--- config.mk ---
export PLATFORM = sky130hd
export DESIGN_NAME = lvd_ctrl_reg
export DESIGN_NICKNAME = d
export VERILOG_FILES = /design/src/rtl/lvd_pkg.sv /design/src/rtl/lvd_sync.sv /design/src/rtl/lvd_ctrl_bits.sv /design/src/rtl/lvd_flag.sv /design/src/rtl/lvd_ctrl_reg.sv
export SDC_FILE = /design/constraint.sdc
export NUM_CORES = 1
export LEC_CHECK = 0
export ABC_AREA = 0
export ABC_CLOCK_PERIOD_IN_PS = 900
export BUFFER_PORTS_ARGS = -buffer_cell sky130_fd_sc_hd__buf_2
export CORE_AREA = 3 3 40 42
export DETAILED_ROUTE_END_ITERATION = 12
export DIE_AREA = 0 0 43 45
export HOLD_SLACK_MARGIN = 0.03
export PLACE_DENSITY = 0.68
export SYNTH_ARGS = -nofsm -noshare
export SYNTH_HDL_FRONTEND = slang
export SYNTH_SLANG_ARGS = --single-unit
--- constraint.sdc ---
create_clock -name clk_i -period 0.9 [get_ports clk_i]
set_input_delay 0.135 -clock clk_i [delete_from_list [all_inputs] [get_ports clk_i]]
set_output_delay 0.135 -clock clk_i [all_outputs]
set_load 0.01 [all_outputs]
--- src/rtl/lvd_pkg.sv ---
package lvd_pkg;
  localparam int REG_W       = 8;
  localparam int SYNC_STAGES = 2;

  localparam int FLAG_BIT    = 7;
  localparam int ACK_BIT     = 6;
  localparam int IRQ_EN_BIT  = 5;
  localparam int RST_EN_BIT  = 4;
  localparam int STOP_EN_BIT = 3;
  localparam int DET_EN_BIT  = 2;
  localparam int BG_EN_BIT   = 0;

  localparam logic [REG_W-1:0] CTRL_RST  = REG_W'((1 << RST_EN_BIT) | (1 << STOP_EN_BIT) |
                                                  (1 << DET_EN_BIT));
  localparam logic [REG_W-1:0] FREE_MASK = REG_W'((1 << IRQ_EN_BIT) | (1 << STOP_EN_BIT) |
                                                  (1 << BG_EN_BIT));

  localparam int ONCE_N = 2;
  typedef int unsigned once_pos_t [ONCE_N];
  localparam once_pos_t ONCE_POS = '{RST_EN_BIT, DET_EN_BIT};
endpackage

--- src/rtl/lvd_sync.sv ---
module lvd_sync #(
  parameter int STAGES = 2
) (
  input  logic clk_i,
  input  logic rst_ni,
  input  logic d_i,
  output logic q_o
);
  logic [STAGES-1:0] sr_q;

  always_ff @(posedge clk_i or negedge rst_ni) begin
    if (!rst_ni) sr_q <= '0;
    else         sr_q <= {sr_q[STAGES-2:0], d_i};
  end

  assign q_o = sr_q[STAGES-1];
endmodule

--- src/rtl/lvd_ctrl_bits.sv ---
module lvd_ctrl_bits
  import lvd_pkg::*;
(
  input  logic             clk_i,
  input  logic             rst_ni,
  input  logic             wr_en_i,
  input  logic [REG_W-1:0] wdata_i,
  output logic [REG_W-1:0] ctrl_o
);
  logic [REG_W-1:0]  free_q;
  logic [ONCE_N-1:0] once_bits;

  always_ff @(posedge clk_i or negedge rst_ni) begin
    if (!rst_ni)      free_q <= CTRL_RST & FREE_MASK;
    else if (wr_en_i) free_q <= wdata_i & FREE_MASK;
  end

  // one value flop and one lock flop per write-once bit
  for (genvar g = 0; g < ONCE_N; g++) begin : g_once
    logic bit_q, lock_q;
    always_ff @(posedge clk_i or negedge rst_ni) begin
      if (!rst_ni) begin
        bit_q  <= CTRL_RST[ONCE_POS[g]];
        lock_q <= 1'b0;
      end else if (wr_en_i && !lock_q) begin
        bit_q  <= wdata_i[ONCE_POS[g]];
        lock_q <= 1'b1;
      end
    end
    assign once_bits[g] = bit_q;
  end

  always_comb begin
    ctrl_o = free_q;
    for (int i = 0; i < ONCE_N; i++) ctrl_o[ONCE_POS[i]] = once_bits[i];
  end
endmodule

--- src/rtl/lvd_flag.sv ---
module lvd_flag (
  input  logic clk_i,
  input  logic rst_ni,
  input  logic lv_s_i,
  input  logic det_en_i,
  input  logic stop_en_i,
  input  logic stop_mode_i,
  input  logic ack_wr_i,
  output logic flag_o,
  output logic active_o
);
  logic active, active_q, set_evt, clr_ok, flag_q;

  assign active  = lv_s_i & det_en_i & (~stop_mode_i | stop_en_i);
  assign set_evt = active & ~active_q;
  // acknowledge only honoured once the low-voltage level is gone
  assign clr_ok  = ack_wr_i & ~lv_s_i;

  always_ff @(posedge clk_i or negedge rst_ni) begin
    if (!rst_ni) begin
      active_q <= 1'b0;
      flag_q   <= 1'b0;
    end else begin
      active_q <= active;
      flag_q   <= set_evt | (flag_q & ~clr_ok);
    end
  end

  assign flag_o   = flag_q;
  assign active_o = active;
endmodule

--- src/rtl/lvd_ctrl_reg.sv ---
module lvd_ctrl_reg
  import lvd_pkg::*;
(
  input  logic             clk_i,
  input  logic             rst_ni,
  input  logic             lv_async_i,
  input  logic             stop_mode_i,
  input  logic             wr_en_i,
  input  logic [REG_W-1:0] wdata_i,
  output logic [REG_W-1:0] rdata_o,
  output logic             irq_o,
  output logic             rst_req_o,
  output logic             bg_buf_en_o
);
  logic             lv_s;
  logic [REG_W-1:0] ctrl;
  logic             flag, active;

  lvd_sync #(.STAGES(SYNC_STAGES)) i_sync (
    .clk_i (clk_i),
    .rst_ni(rst_ni),
    .d_i   (lv_async_i),
    .q_o   (lv_s)
  );

  lvd_ctrl_bits i_ctrl (
    .clk_i  (clk_i),
    .rst_ni (rst_ni),
    .wr_en_i(wr_en_i),
    .wdata_i(wdata_i),
    .ctrl_o (ctrl)
  );

  lvd_flag i_flag (
    .clk_i      (clk_i),
    .rst_ni     (rst_ni),
    .lv_s_i     (lv_s),
    .det_en_i   (ctrl[DET_EN_BIT]),
    .stop_en_i  (ctrl[STOP_EN_BIT]),
    .stop_mode_i(stop_mode_i),
    .ack_wr_i   (wr_en_i & wdata_i[ACK_BIT]),
    .flag_o     (flag),
    .active_o   (active)
  );

  always_comb begin
    rdata_o           = ctrl;
    rdata_o[FLAG_BIT] = flag;
  end

  assign irq_o       = flag & ctrl[IRQ_EN_BIT];
  assign rst_req_o   = active & ctrl[RST_EN_BIT];
  assign bg_buf_en_o = ctrl[BG_EN_BIT];
endmodule

**Word-level counts from Yosys, hierarchy flattened**

Cells that the tools add are included.

- Bitwise logic cells: 14
- Reductions and logical operators: 4

Operator list:

| cell | count |
|---|---|
| 1-bit AND | 8 |
| 1-bit NOT | 4 |
| 1-bit logical AND | 2 |
| 1-bit logical NOT | 2 |
| 1-bit bitwise OR | 2 |

- Flip-flop bits (word level): 11
- Bits of input ports: 13
- Output and inout bits: 11
- Word-level logic and storage cells: 26

**Longest topological paths before layout**

- Word-level depth: 5
- Mapped depth: 2

**By module**

From an unflattened synthesis, not the netlist that was laid out.

- Cells, all modules: 37
- Area total of the unflattened synthesis: 499.2 um2

By module, submodules not included:

| module | instances | cells each | area an instance (um2) |
|---|---|---|---|
| lvd_ctrl_bits | 1 | 22 | 324.1 |
| lvd_flag | 1 | 8 | 91.3 |
| lvd_sync | 1 | 2 | 50.0 |
| lvd_ctrl_reg | 1 | 5 | 33.8 |

**Worst setup path before layout**

No wires, ideal clock.

- Path type: register -> output
- From: reg i_ctrl.g_once[1].bit_q
- To: out rst_req_o
- Arrival: 0.912 ns
- Setup slack: -0.147 ns
- Stages on the path, launching flop included: 3
- Buffers on the path: 0
- Cells stage by stage: dfstp_2 > nand2_1 > nor3b_1

- Cells in the longest elaborated chain, start to end: 3

RTL lines:

| item | line | source |
|---|---|---|
| start, declared | lvd_ctrl_bits.sv:20 | `logic bit_q, lock_q;` |
| start signal, assigned | lvd_ctrl_bits.sv:23 | `bit_q <= CTRL_RST[ONCE_POS[g]];` |
| start signal, assigned | lvd_ctrl_bits.sv:26 | `bit_q <= wdata_i[ONCE_POS[g]];` |
| 1-bit AND (2 in series) | lvd_flag.sv:14 | `assign active = lv_s_i & det_en_i & (~stop_mode_i \| stop_en_i);` |
| 1-bit AND | lvd_ctrl_reg.sv:52 | `assign rst_req_o = active & ctrl[RST_EN_BIT];` |
| end, declared | lvd_ctrl_reg.sv:12 | `output logic rst_req_o,` |

Every way passes these cells.

**Worst setup path after layout**

- From: reg i_ctrl.free_q[3]
- To: out rst_req_o

- Cells in the longest elaborated chain, start to end: 3

RTL lines:

| item | line | source |
|---|---|---|
| start, declared | lvd_ctrl_bits.sv:10 | `logic [REG_W-1:0] free_q;` |
| start signal, assigned | lvd_ctrl_bits.sv:14 | `if (!rst_ni) free_q <= CTRL_RST & FREE_MASK;` |
| start signal, assigned | lvd_ctrl_bits.sv:15 | `else if (wr_en_i) free_q <= wdata_i & FREE_MASK;` |
| 1-bit bitwise OR | lvd_flag.sv:14 |  |
| 1-bit AND | lvd_flag.sv:14 |  |
| 1-bit AND | lvd_ctrl_reg.sv:52 |  |

Every way passes these cells.

==> tab_implementation.tex <==
\begin{tabular}{lr}
\hline
Metric & Value \\
\hline
\multicolumn{2}{l}{\textbf{Synthesis}} \\
\quad Flops \& latches, synth & 11 \\
\quad Most frequent cell after synthesis & sky130\_fd\_sc\_hd\_\_dfrtp\_1 \\
\quad Number of enable-type register cells in the synthesized netlist & 0 \\
\quad Post-synthesis share of cell area spent on xor and xnor gates & 0\% \\
\quad Dominant combinational cell family by area after synthesis & simple AND/OR/NAND/NOR gates \\
\quad Area share of the largest cell type after synthesis & between 40\% and 50\% \\
\quad Area fraction in compound gates after synthesis & 1.79\% \\
\quad Adder and majority gate portion of the synthesized area & 0\% \\
\quad Fraction of registers with async set or reset after synthesis & between 90\% and 100\% \\
\quad Count of different cell masters after synthesis & 16 \\
\quad Multiplexer share of the synthesized area & roughly an eighth \\
\quad Sequential element share of the synthesized area & 57.0\% \\
\quad Gate count of the mapped netlist & 36 \\
\quad Cell type with the largest total area after synthesis & sky130\_fd\_sc\_hd\_\_dfrtp\_1 \\
\quad Cell Area, Synth & approximately 490 µm² \\
\quad Synth Area in Simple Gates & 15.9\% \\
\quad Mean area per synthesized cell & around 14 µm² \\
\quad Most frequent cells after synthesis & sky130\_fd\_sc\_hd\_\_dfrtp\_1, sky130\_fd\_sc\_hd\_\_buf\_4, sky130\_fd\_sc\_hd\_\_dfstp\_2, sky130\_fd\_sc\_hd\_\_mux2\_2 \\
\quad Ys Warns & 0 \\
\quad Primary flip-flop cell chosen by synthesis mapping & sky130\_fd\_sc\_hd\_\_dfrtp\_1 \\
\quad Cells taking the most area after synthesis & sky130\_fd\_sc\_hd\_\_dfrtp\_1, sky130\_fd\_sc\_hd\_\_dfstp\_2, sky130\_fd\_sc\_hd\_\_buf\_4 \\
\multicolumn{2}{l}{\textbf{Layout}} \\
\quad Share of layout cells above drive strength 1 & 71.9\% \\
\quad Count of filler cells inserted in the layout & around 120 \\
\quad \# nets final & around 80 \\
\quad Area Overhead vs Synth & 48.6\% \\
\quad Non-filler instance count after layout & 79 \\
\quad Final Cell Area & roughly 730 µm² \\
\quad Final antenna diode count & 0 \\
\multicolumn{2}{l}{\textbf{Drt}} \\
\quad First-pass detailed-route iteration total & 1 \\
\quad Sum of routed wire length over all layers & approximately 860 µm \\
\quad DRC errors left & 0 \\
\quad Number of vias after detailed routing & around 340 \\
\quad Initial detailed-routing violation count & 0 \\
\quad Avg WL per Cell & between 10 and 15 µm \\
\quad Post-route ant nets & 0 \\
\quad Via-per-instance ratio & around 4.3 \\
\multicolumn{2}{l}{\textbf{Global route}} \\
\quad Sum of overflow across all layers after global routing & 0 \\
\quad Global-route wire length before repair & about 1.5 mm \\
\quad Antenna violations before repair & 0 \\
\quad Tot GR Track Use & 10.3\% \\
\quad Largest net degree at the start of global routing & 12 \\
\quad Global-route layer with the greatest usage & met2 \\
\quad Met1 routing resource usage after global routing & a little under an eighth \\
\quad Number of global-route vias before repair & between 300 and 400 \\
\quad GRT met3 Usage & 2.39\% \\
\quad Routing usage on met2 & roughly 19\% \\
\multicolumn{2}{l}{\textbf{Floorplan}} \\
\quad Std-Cell Core Area & $\sim$0.0013 mm² \\
\quad Die Y-Extent & about 45 µm \\
\quad Initial core utilization & a little under two fifths \\
\quad Boundary Pins & 24 \\
\quad Die area & 0.00194 mm² \\
\quad Die Wd & about 43 µm \\
\quad Placement row count & 13 \\
\multicolumn{2}{l}{\textbf{Timing}} \\
\quad Hold slack & 0.0970 ns \\
\quad Min Tclk post-route & 1.31 ns \\
\quad Maximum operating frequency & 764 MHz \\
\quad Setup repair after global routing missed its margin & yes \\
\quad Finish-stage setup viols & 14 \\
\quad Number of pins with negative max-slew slack in the final report & 0 \\
\quad Setup slack after layout & -0.408 ns \\
\quad Worst Clk Skew & 0.00864 ns \\
\quad Total count of hold-check failures in the final report & 0 \\
\quad Crit share post-route & 145\% \\
\multicolumn{2}{l}{\textbf{Flow run}} \\
\quad Total of max-cap violations & 0 \\
\multicolumn{2}{l}{\textbf{Worst setup path}} \\
\quad Critical Setup Path Class & flip-flop to output port \\
\quad Arrival time of the worst setup path & roughly 1.2 ns \\
\quad Critical path peak fanout & 3 \\
\quad Data required time of the critical path & approximately 0.76 ns \\
\quad Endpoint class of the critical path & output port \\
\quad Startpoint class of the critical path & flip-flop \\
\quad R2R setup slack & -0.17 ns \\
\multicolumn{2}{l}{\textbf{Power and ir drop}} \\
\quad Power density cells & about 1600 mW/mm² \\
\quad Total Power Consumption & between 1 and 1.5 mW \\
\quad Maximum ir drop on the vdd rail & between 0.001 and 0.0015 V \\
\quad Leak & 0.357 nW \\
\multicolumn{2}{l}{\textbf{Place}} \\
\quad Final weighted congestion of routability-driven global placement & about 0.7 \\
\quad Worst setup slack before clock tree synthesis & -0.123 ns \\
\quad Number of buffer cells added on primary ports & 19 \\
\quad Total instance count after detailed placement & 67 \\
\quad Total placed instance area & 584 µm² \\
\quad Detail Placement HPWL & 596 µm \\
\multicolumn{2}{l}{\textbf{Clocking}} \\
\quad TritonCTS clock tree & done \\
\quad Clock Latency Late Sink & roughly 0.26 ns \\
\quad Number of H-tree levels & 1 \\
\quad Clock Root Buffer & sky130\_fd\_sc\_hd\_\_clkbuf\_4 \\
\quad Reg clk slew, reported paths & roughly 0.070 ns \\
\quad Clock Sink Count & 11 \\
\quad Buffer levels on the longest clock path & 2 \\
\quad TritonCTS Buffers & 3 \\
\multicolumn{2}{l}{\textbf{Hold path}} \\
\quad Classification of the worst-slack hold path & primary input to flip-flop \\
\multicolumn{2}{l}{\textbf{Status}} \\
\quad Status & finished with violations \\
\quad Violations in the final reports & negative setup slack \\
\hline
\end{tabular}
## routing by layer
metal,wire length [µm],vias up
met5,0,-
met3,62,0
met1,328,161
met4,0,0
li1,-,166
met2,467,16
## metrics by stage
stage	TNS, ns	util (%)
floorplan	-0.0792	-
global placement	-0.149	45.5
detailed placement	-0.161	45.5
CTS	-1.61	53.2
global route	-2.37	56.6
finish	-1.78	56.6
## layout make-up
class / count / area [µm²] / share of cell area, %
sequential: 11 / 279 / 38.4
timing repair buffer: 30 / 226 / 31.2
multi-input combinational: 18 / 171 / 23.6
clock buffer: 3 / 22.5 / 3.10
tap: 15 / 18.8 / 2.58
clock inverter: 1 / 5.00 / 0.688
inverter: 1 / 3.75 / 0.516
## cell usage in the layout, fill, tap and decap left out
| master | netlist | layout |
|---|---|---|
| sky130_fd_sc_hd__and2_1 | 1 | 1 |
| sky130_fd_sc_hd__inv_1 | 1 | 1 |
| sky130_fd_sc_hd__clkbuf_4 | 0 | 3 |
| sky130_fd_sc_hd__nand2_2 | 0 | 1 |
| sky130_fd_sc_hd__clkinv_2 | 0 | 1 |
| sky130_fd_sc_hd__mux2_4 | 2 | 3 |
| sky130_fd_sc_hd__nor2b_2 | 0 | 1 |
| sky130_fd_sc_hd__buf_4 | 7 | 4 |
| sky130_fd_sc_hd__dlygate4sd3_1 | 0 | 2 |
| sky130_fd_sc_hd__and3b_2 | 1 | 1 |
| sky130_fd_sc_hd__nor2_1 | 1 | 1 |
| sky130_fd_sc_hd__dfstp_2 | 3 | 3 |
| sky130_fd_sc_hd__buf_2 | 0 | 15 |
| sky130_fd_sc_hd__o32ai_1 | 1 | 1 |
| sky130_fd_sc_hd__buf_6 | 0 | 9 |
| sky130_fd_sc_hd__nor3b_2 | 0 | 1 |
| sky130_fd_sc_hd__mux2_2 | 3 | 2 |
| sky130_fd_sc_hd__conb_1 | 1 | 2 |
| sky130_fd_sc_hd__or2_1 | 2 | 2 |
| sky130_fd_sc_hd__nor2b_4 | 2 | 2 |
| sky130_fd_sc_hd__dfrtp_1 | 8 | 8 |
## flip-flops by register name, summed over array words and instances (netlist names)
name                  cells
i_ctrl.g_once.bit_q       2
i_ctrl.free_q             3
i_ctrl.g_once.lock_q      2
i_flag.flag_o             1
i_sync.sr_q               2
i_flag.active_q           1
## logic make-up (layout without fill, tap and decap cells)
| kind of cell | after synthesis | count (layout) |
|---|---|---|
| muxes | 5 | 5 |
| and+or+nand+nor | 10 | 10 |
| AOI/OAI and AO/OA | 1 | 1 |
| DFF | 11 | 11 |
| other | 1 | 2 |
| buffers and inverters | 8 | 35 |
## critical path, cell delays in order, from the launching register on
cell	delay, ns
sky130_fd_sc_hd__dfstp_2	0.54
sky130_fd_sc_hd__nor2b_2	0.05
sky130_fd_sc_hd__nor3b_2	0.18
sky130_fd_sc_hd__buf_2	0.15
## final timing paths
path	startpoint	endpoint	cells after the start
worst max-delay path	i_ctrl.free_q[3]	rst_req_o	3
worst max register to register	i_ctrl.g_once[1].bit_q	i_flag.flag_o	3
worst min register to register	i_sync.sr_q[0]	i_sync.sr_q[1]	0
min in group asynchronous	rst_ni	i_flag.flag_o	2
max in group asynchronous	rst_ni	i_ctrl.g_once[0].bit_q	2
worst min-delay path	wdata_i[5]	i_ctrl.free_q[5]	2
## where the power goes
part / internal, mW / switching [mW] / total (mW)
clock: 0.164 / 0.157 / 0.321
combinational: 0.195 / 0.110 / 0.305
sequential: 0.548 / 0.0250 / 0.573
total: 0.907 / 0.292 / 1.20
## timing repair
action / CTS / global route
gates resized for setup: 6 / 5
setup buffers: 3 / 3
hold buffers: 2 / 0
cloned: 0 / 0
pin swaps: 1 / 1
endpoints found under the setup margin: 11 / 14
hold endpoints to repair: 12 / 0
No activity file was read; power rests on OpenSTA's default activity.
